`src/rtl/duo_alu_pkg.sv`:
```
package duo_alu_pkg;
    localparam int OPW     = 2;
    localparam int NUM_OPS = 1 << OPW;

    typedef enum logic [OPW-1:0] {
        OP_INV = 2'b00,
        OP_AND = 2'b01,
        OP_ADD = 2'b10,
        OP_SUB = 2'b11
    } alu_op_e;
endpackage

```
`src/rtl/duo_alu_opdec.sv`:
```
module duo_alu_opdec
    import duo_alu_pkg::*;
#(
    parameter int CW = OPW,
    localparam int NH = 1 << CW
) (
    input  logic [CW-1:0] op_code,
    output logic [NH-1:0] op_hot
);
    for (genvar k = 0; k < NH; k++) begin : g_term
        localparam logic [CW-1:0] KV = CW'(k);
        assign op_hot[k] = (op_code == KV);
    end

    always_comb begin
        p_onehot_sel_r8: assert ($onehot(op_hot))
            else $error("decoder select not one-hot");
    end
endmodule

```
`src/rtl/duo_alu_bitwise.sv`:
```
module duo_alu_bitwise #(
    parameter int W = 2
) (
    input  logic [W-1:0] a_in,
    input  logic [W-1:0] b_in,
    output logic [W-1:0] inv_v,
    output logic [W-1:0] and_v
);
    for (genvar i = 0; i < W; i++) begin : g_bit
        assign inv_v[i] = ~a_in[i];
        assign and_v[i] = a_in[i] & b_in[i];
    end
endmodule

```
`src/rtl/duo_alu_arith.sv`:
```
module duo_alu_arith #(
    parameter int W = 2
) (
    input  logic [W-1:0] a_in,
    input  logic [W-1:0] b_in,
    output logic [W-1:0] sum_v,
    output logic         sum_ovf,
    output logic [W-1:0] dif_v,
    output logic         dif_brw
);
    logic [W:0] cs;
    logic [W:0] cd;

    assign cs[0] = 1'b0;
    assign cd[0] = 1'b1;

    for (genvar i = 0; i < W; i++) begin : g_fa
        logic na;
        assign na       = ~a_in[i];
        assign sum_v[i] = a_in[i] ^ b_in[i] ^ cs[i];
        assign cs[i+1]  = (a_in[i] & b_in[i]) | (cs[i] & (a_in[i] ^ b_in[i]));
        assign dif_v[i] = b_in[i] ^ na ^ cd[i];
        assign cd[i+1]  = (b_in[i] & na) | (cd[i] & (b_in[i] ^ na));
    end

    assign sum_ovf = cs[W];
    assign dif_brw = ~cd[W];

    always_comb begin
        p_add_chain_r5: assert ({sum_ovf, sum_v} == ({1'b0, a_in} + {1'b0, b_in}))
            else $error("adder chain mismatch");
        p_borrow_r6: assert (dif_brw == (b_in < a_in))
            else $error("borrow mismatch");
    end
endmodule

```
`src/rtl/duo_alu_select.sv`:
```
module duo_alu_select
    import duo_alu_pkg::*;
#(
    parameter int W = 2
) (
    input  logic [NUM_OPS-1:0] op_hot,
    input  logic [W-1:0]       inv_v,
    input  logic [W-1:0]       and_v,
    input  logic [W-1:0]       sum_v,
    input  logic               sum_ovf,
    input  logic [W-1:0]       dif_v,
    input  logic               dif_brw,
    output logic [W-1:0]       res_v,
    output logic               err_v
);
    for (genvar i = 0; i < W; i++) begin : g_sop
        assign res_v[i] = (op_hot[OP_INV] & inv_v[i])
                        | (op_hot[OP_AND] & and_v[i])
                        | (op_hot[OP_ADD] & sum_v[i])
                        | (op_hot[OP_SUB] & dif_v[i]);
    end

    assign err_v = (op_hot[OP_ADD] & sum_ovf) | (op_hot[OP_SUB] & dif_brw);
endmodule

```
`src/rtl/duo_alu.sv`:
```
module duo_alu
    import duo_alu_pkg::*;
#(
    parameter int W = 2
) (
    input  logic [W-1:0]   opnd_a,
    input  logic [W-1:0]   opnd_b,
    input  logic [OPW-1:0] instr,
    output logic [W-1:0]   result,
    output logic           err_flag
);
    localparam int NH = 1 << OPW;

    logic [NH-1:0] op_hot;
    logic [W-1:0]  inv_v, and_v, sum_v, dif_v;
    logic          sum_ovf, dif_brw;

    duo_alu_opdec #(.CW(OPW)) u_dec (
        .op_code (instr),
        .op_hot  (op_hot)
    );

    duo_alu_bitwise #(.W(W)) u_bit (
        .a_in  (opnd_a),
        .b_in  (opnd_b),
        .inv_v (inv_v),
        .and_v (and_v)
    );

    duo_alu_arith #(.W(W)) u_ari (
        .a_in    (opnd_a),
        .b_in    (opnd_b),
        .sum_v   (sum_v),
        .sum_ovf (sum_ovf),
        .dif_v   (dif_v),
        .dif_brw (dif_brw)
    );

    duo_alu_select #(.W(W)) u_sel (
        .op_hot  (op_hot),
        .inv_v   (inv_v),
        .and_v   (and_v),
        .sum_v   (sum_v),
        .sum_ovf (sum_ovf),
        .dif_v   (dif_v),
        .dif_brw (dif_brw),
        .res_v   (result),
        .err_v   (err_flag)
    );

    always_comb begin
        unique case (alu_op_e'(instr))
            OP_INV: begin
                p_inv_r1: assert (result == ~opnd_a) else $error("invert wrong");
                p_quiet_inv_r7: assert (!err_flag) else $error("flag on invert");
            end
            OP_AND: begin
                p_and_r2: assert (result == (opnd_a & opnd_b)) else $error("and wrong");
                p_quiet_and_r7: assert (!err_flag) else $error("flag on and");
            end
            OP_ADD: begin
                p_add_r3: assert (result == W'(opnd_a + opnd_b)) else $error("add wrong");
                p_add_ovf_r5: assert (err_flag == ((32'(opnd_a) + 32'(opnd_b)) > ((1 << W) - 1)))
                    else $error("add flag wrong");
            end
            OP_SUB: begin
                p_sub_r4: assert (result == W'(opnd_b - opnd_a)) else $error("sub wrong");
                p_sub_neg_r6: assert (err_flag == (opnd_b < opnd_a)) else $error("sub flag wrong");
            end
            default: ;
        endcase
    end
endmodule

```
`config.mk`:
```
export PLATFORM = sky130hd
export DESIGN_NAME = duo_alu
export DESIGN_NICKNAME = d
export VERILOG_FILES = /design/src/rtl/duo_alu_pkg.sv /design/src/rtl/duo_alu_opdec.sv /design/src/rtl/duo_alu_bitwise.sv /design/src/rtl/duo_alu_arith.sv /design/src/rtl/duo_alu_select.sv /design/src/rtl/duo_alu.sv
export SDC_FILE = /design/constraint.sdc
export NUM_CORES = 1
export LEC_CHECK = 0
export ABC_AREA = 1
export BUFFER_PORTS_ARGS = -buffer_cell sky130_fd_sc_hd__buf_2
export CORE_AREA = 2 2 39 41
export DETAILED_ROUTE_END_ITERATION = 7
export DIE_AREA = 0 0 41 43
export PLACE_DENSITY = 0.42
export SYNTH_ARGS = -nofsm -noshare
export SYNTH_HDL_FRONTEND = slang
export SYNTH_SLANG_ARGS = --single-unit
```
`constraint.sdc`:
```
create_clock -name vclk -period 1.2
set_input_delay 0.06 -clock vclk [all_inputs]
set_output_delay 0.06 -clock vclk [all_outputs]
set_load 0.05 [all_outputs]
```
==> impl_metrics.py, run 1 <==
metrics = {
    "sta": {
        "finalSetupViolations": 1,
        "final_hold_viol_count": 0,
        "fin_crit_ns": 1.242,
        "achievable-frequency_mhz": 805.5,
        "rsz_0062_raised_after_global_routing": "yes",
        "worst_slew_pin_slew_ns": 0.2453,
        "postLayoutSetupSlackWorst_ns": -0.04153,
        "finalCritPeriodShare_pct": 103.5,
        "drv_slew": 0,
        "timing.slew.headroom_pct": 83.76,
    },
    "clock_network": {
        "cts_hold_buf": 0,
        "cts_post_setup_buffers_inserted": 0,
    },
    "hold_path": {
        "timing.hold.worst.class": "input port to output pin",
        "worstHoldPathCells": 5,
        "hp-start": "opnd_a[0]",
        "worst_hold_path.endpoint": "result[0]",
    },
    "placed_design": {
        "place.detailed.hpwl_um": 329.8,
        "place.port_buffers": 9,
        "place.detailed.instances": 57,
        "finalWeightedCongestion": 0.6555,
        "placed_cell_area_sq_um": 269.0,
    },
    "finish": {
        "post_layout_nonfiller_instances": 57,
        "layout.clock_buffers": 0,
        "fillerInstances": 162,
        "postLayoutCoreUtil_pct": 23.15,
        "final-seq-area_sq_um": 0,
        "finish.net_count": 54,
        "n_antenna_cell": 0,
        "final_design_area_no_fill_sq_um": 320.3,
        "drive_above_1_share_pct": 46.34,
        "n_sequential_cell": 0,
        "layout-area-overhead-vs-synth_pct": 75.34,
    },
    "pwr": {
        "worst_ir_drop_vdd_mv": 0.1112,
        "p_per_area_nw_per_um2": 449.0,
        "finalPower_mw": 0.1438,
        "power_leakage_nw": 0.1731,
    },
    "floorplan": {
        "coreArea_sq_um": 1384,
        "design.portCount": 9,
        "floorplan.die.height_um": 43,
        "die_area_sq_um": 1763,
        "start_util_pct": 13.20,
        "die_w_um": 41,
        "num_rows": 14,
    },
    "critical_path": {
        "worst-endpoint-arrival_ns": 1.18,
        "cp_data_required_time_ns": 1.14,
        "timing.setup.critical_path_class": "input port to output pin",
        "kind_of_end_point_of_the_critical_path": "output pin",
        "critical_path.startpoint_type": "input port",
        "cp_max_fo": 2,
    },
    "grt": {
        "antenna_violations_before_repair": 0,
        "grt_remaining_overflow": 0,
        "grt_max_degree": 7,
        "first_global_vias": 180,
        "global_route_wire_length_before_repair_um": 703,
        "globalRouteTotalUtil_pct": 5.216,
    },
    "job": {
        "maxCapViolations": 0,
    },
    "synth": {
        "synthesis.instances": 30,
        "synth_warnings": 0,
        "synth.yosys.seq_area_share_pct": 0,
        "post_synth_num_cell_types": 9,
        "synth.cell_area_sq_um": 182.7,
        "syn-num-nets": 41,
        "synthesis.area_per_instance_sq_um": 6.089,
    },
    "outcome": {
        "failed_checks": "negative setup slack",
        "run_status": "complete, but fails checks",
    },
    "routing": {
        "dr.pass1.iters": 2,
        "post_drt_via_cell_ratio": 3.509,
        "routed_wire_length_per_instance_um": 6.368,
        "vias": 200,
        "drt-total-wl_um": 363,
        "route.detailed.drc": 0,
        "remaining_antenna_violation_count_after_routing": 0,
        "detailedRoute.firstIterationViolations": 6,
    },
}
[cell usage after synthesis, drive strengths merged]
cell type,number,area [sq um]
ha,3,37.54
nand2,6,22.52
o21ai,1,5.000
nor2,1,3.750
nand3,5,25.02
fa,2,40.04
o211ai,1,7.510
inv,11,41.29
[cell usage in the layout (no fill, tap or decap), types with 2 or more instances in the layout]
cell / count
sky130_fd_sc_hd__inv_2: 4
sky130_fd_sc_hd__buf_8: 2
sky130_fd_sc_hd__nand3_1: 5
sky130_fd_sc_hd__buf_4: 2
sky130_fd_sc_hd__inv_1: 7
sky130_fd_sc_hd__nand2_1: 5
sky130_fd_sc_hd__fa_1: 2
sky130_fd_sc_hd__ha_4: 2
sky130_fd_sc_hd__buf_2: 6
[metal layers]
layer,GRT usage [%],routed length [um],up-vias
li1,-,-,113
met4,0,0,0
met2,9.375,203,3
met3,0,10,0
met5,0,0,-
met1,7.051,150,84
[power breakdown]
group          leakage, nW  internal, mW  switching, mW
Combinational        0.173        0.0580         0.0858
Clock                    0             0              0
Sequential               0             0              0
[cell type report]
class                           count  area, sq um  area share [%]
Timing Repair Buffer               11        86.33           26.95
Tap cell                           16        20.02           6.250
Multi-Input combinational cell     19        172.7           53.91
Inverter                           11        41.29           12.89
[logic make-up (layout without fill, tap and decap cells)]
family	after synthesis	in the layout	share of synthesized area [%]
AOI/OAI and AO/OA	2	2	6.848
adders and majority gates	5	5	42.47
buffers and inverters	11	22	22.60
and+or+nand+nor	12	12	28.08
[per-stage QoR]
step | hold slack, ns | TNS, ns | setup WS (ns)
after CTS | 0.5874 | -0.05419 | -0.05419
final | 0.5727 | -0.04153 | -0.04153
after detailed placement | 0.5876 | -0.2813 | -0.2377
after global placement | 0.5843 | -0.2607 | -0.2296
after global routing | 0.6041 | -0.1169 | -0.1169
after floorplan | 0.3518 | 0 | 0.01053
[worst max-delay path, cell delays in order]
cell	delay [ns]
sky130_fd_sc_hd__buf_6	0.08
sky130_fd_sc_hd__inv_2	0.04
sky130_fd_sc_hd__ha_4	0.14
sky130_fd_sc_hd__fa_1	0.47
sky130_fd_sc_hd__inv_1	0.04
sky130_fd_sc_hd__nand3_1	0.05
sky130_fd_sc_hd__nand2_1	0.05
sky130_fd_sc_hd__inv_1	0.06
sky130_fd_sc_hd__nand2_2	0.05
sky130_fd_sc_hd__buf_8	0.14
[how the worst max path moves through the flow]
stage / from / slack (ns) / end / depth (start not counted)
global placement: opnd_a[0] / -0.23 / result[1] / 10
detailed placement: opnd_a[0] / -0.24 / result[1] / 10
finish: opnd_b[0] / -0.04 / result[1] / 10
CTS: opnd_b[0] / -0.05 / result[1] / 10
global route: opnd_a[0] / -0.12 / result[1] / 10
floorplan: opnd_b[0] / 0.01 / result[0] / 3
[repair_timing]
item	4_1_cts	5_1_grt
gates resized for setup	12	2
pin swaps	1	0
setup endpoints to repair	2	1
(Power assumes the default switching activity.)
==> run 2: changes to the inputs <==
--- a/config.mk
+++ b/config.mk
@@ -11,6 +11,7 @@
 export DETAILED_ROUTE_END_ITERATION = 7
 export DIE_AREA = 0 0 41 43
 export PLACE_DENSITY = 0.42
+export REMOVE_ABC_BUFFERS = 1
 export SYNTH_ARGS = -nofsm -noshare
 export SYNTH_HDL_FRONTEND = slang
 export SYNTH_SLANG_ARGS = --single-unit
==> impl_metrics.py, run 2 (synthesis results as in run 1) <==
metrics = {
    "sta": {
        "rsz_0062_raised_after_global_routing": "yes",
        "fin_crit_ns": 1.259,
        "timing.slew.headroom_pct": 83.60,
        "hold-worst-slack_ns": 0.5656,
        "finalCritPeriodShare_pct": 104.9,
        "achievable-frequency_mhz": 794.3,
        "worst_slew_pin_slew_ns": 0.2477,
        "setup_tns_ns": -0.05896,
        "finalSetupViolations": 1,
        "postLayoutSetupSlackWorst_ns": -0.05896,
        "final_hold_viol_count": 0,
        "drv_slew": 0,
    },
    "finish": {
        "layout.cells.most_common_list": "sky130_fd_sc_hd__inv_1, sky130_fd_sc_hd__nand2_1, sky130_fd_sc_hd__buf_2, sky130_fd_sc_hd__nand3_1, sky130_fd_sc_hd__buf_4",
        "drive_above_1_share_pct": 42.86,
        "layout.clock_buffers": 0,
        "final-seq-area_sq_um": 0,
        "finish.net_count": 55,
        "fillerInstances": 153,
        "final_design_area_no_fill_sq_um": 331.6,
        "n_antenna_cell": 0,
        "most_common_cell_after_layout_fill_and_taps_aside": "sky130_fd_sc_hd__inv_1",
        "layout-area-overhead-vs-synth_pct": 81.51,
        "n_sequential_cell": 0,
        "post_layout_nonfiller_instances": 58,
    },
    "floorplan": {
        "num_rows": 14,
        "die_w_um": 41,
        "floorplan.die.height_um": 43,
        "coreArea_sq_um": 1384,
        "start_util_pct": 13.20,
        "die_area_sq_um": 1763,
        "design.portCount": 9,
    },
    "critical_path": {
        "critical_path.startpoint_type": "input port",
        "cp_max_fo": 2,
        "timing.setup.critical_path_class": "input port to output pin",
        "worst-endpoint-arrival_ns": 1.20,
        "kind_of_end_point_of_the_critical_path": "output pin",
        "cp_data_required_time_ns": 1.14,
    },
    "pwr": {
        "worst_ir_drop_vdd_mv": 0.1178,
        "power_leakage_nw": 0.1791,
        "finalPower_mw": 0.1443,
        "p_per_area_nw_per_um2": 435.2,
    },
    "grt": {
        "grt_remaining_overflow": 0,
        "first_global_vias": 145,
        "antenna_violations_before_repair": 0,
        "globalRouteTotalUtil_pct": 4.012,
        "global_route_wire_length_before_repair_um": 545,
        "grt_max_degree": 7,
    },
    "routing": {
        "remaining_antenna_violation_count_after_routing": 0,
        "post_drt_via_cell_ratio": 3.552,
        "routed_wire_length_per_instance_um": 6.845,
        "vias": 206,
        "drt-total-wl_um": 397,
        "route.detailed.drc": 0,
        "dr.pass1.iters": 4,
        "detailedRoute.firstIterationViolations": 5,
    },
    "placed_design": {
        "place.port_buffers": 9,
        "place.detailed.instances": 58,
        "finalWeightedCongestion": 0.6997,
        "placed_cell_area_sq_um": 270.3,
        "place.detailed.hpwl_um": 353.6,
    },
    "hold_path": {
        "timing.hold.worst.class": "input port to output pin",
    },
    "job": {
        "maxCapViolations": 0,
    },
    "outcome": {
        "failed_checks": "negative setup slack",
        "run_status": "complete, but fails checks",
    },
    "clock_network": {
        "cts_hold_buf": 0,
    },
}
run 2: cell count changes in the layout (fill, tap and decap cells not counted):
cell                      previous run  this run
sky130_fd_sc_hd__o21ai_1             0         1
sky130_fd_sc_hd__nand2_2             1         0
sky130_fd_sc_hd__nand2_1             5         6
sky130_fd_sc_hd__inv_2               4         2
sky130_fd_sc_hd__nand3_1             5         4
sky130_fd_sc_hd__o21ai_2             1         0
sky130_fd_sc_hd__nand3_2             0         1
sky130_fd_sc_hd__inv_1               7         8
sky130_fd_sc_hd__inv_4               0         1
sky130_fd_sc_hd__buf_4               2         4
sky130_fd_sc_hd__buf_2               6         5
run 2: layer usage:
| layer | vias up | part of all wire (%) | wire length (um) | track usage [%] |
|---|---|---|---|---|
| met4 | 0 | 0 | 0 | 0 |
| met3 | 0 | 12 | 46 | 0 |
| met2 | 10 | 40 | 159 | 5.000 |
| met5 | - | 0 | 0 | 0 |
| li1 | 112 | - | - | - |
| met1 | 84 | 48 | 192 | 7.692 |
run 2: power breakdown:
| group | total [mW] | switching, mW | leakage [nW] | internal (mW) |
|---|---|---|---|---|
| sequential | 0 | 0 | 0 | 0 |
| combinational | 0.144 | 0.0862 | 0.179 | 0.0581 |
| clock | 0 | 0 | 0 | 0 |
| total | 0.144 | 0.0862 | 0.179 | 0.0581 |
run 2: worst paths after layout:
check,start,depth (start not counted),end
setup / recovery,opnd_b[0],10,result[1]
hold / removal,instr[1],4,err_flag
run 2: layout make-up:
class	count	area, sq um	area share (%)
Multi-Input combinational cell	19	171.4	51.70
Timing Repair Buffer	12	96.34	29.06
Inverter	11	43.79	13.21
Tap cell	16	20.02	6.038
run 2: stage by stage:
stage | worst slack, ns | util (%)
after floorplan | -0.5607 | -
after global placement | -0.2330 | 19.53
after detailed placement | -0.2407 | 19.53
after CTS | -0.1166 | 23.15
after global routing | -0.1211 | 23.96
final | -0.05896 | 23.96
run 2: critical path, cell delays in order:
cell and delay (ns):
sky130_fd_sc_hd__buf_8 0.08, sky130_fd_sc_hd__ha_4 0.13, sky130_fd_sc_hd__inv_2 0.04, sky130_fd_sc_hd__fa_1 0.52, sky130_fd_sc_hd__inv_1 0.04, sky130_fd_sc_hd__nand3_2 0.04
sky130_fd_sc_hd__nand2_1 0.04, sky130_fd_sc_hd__inv_1 0.04, sky130_fd_sc_hd__nand2_1 0.05, sky130_fd_sc_hd__buf_6 0.15
run 2: what timing repair did:
| item | CTS | global route |
|---|---|---|
| resized for setup | 13 | 5 |
| setup buffers | 0 | 0 |
| pin swaps | 4 | 6 |
| endpoints found under the setup margin | 2 | 2 |
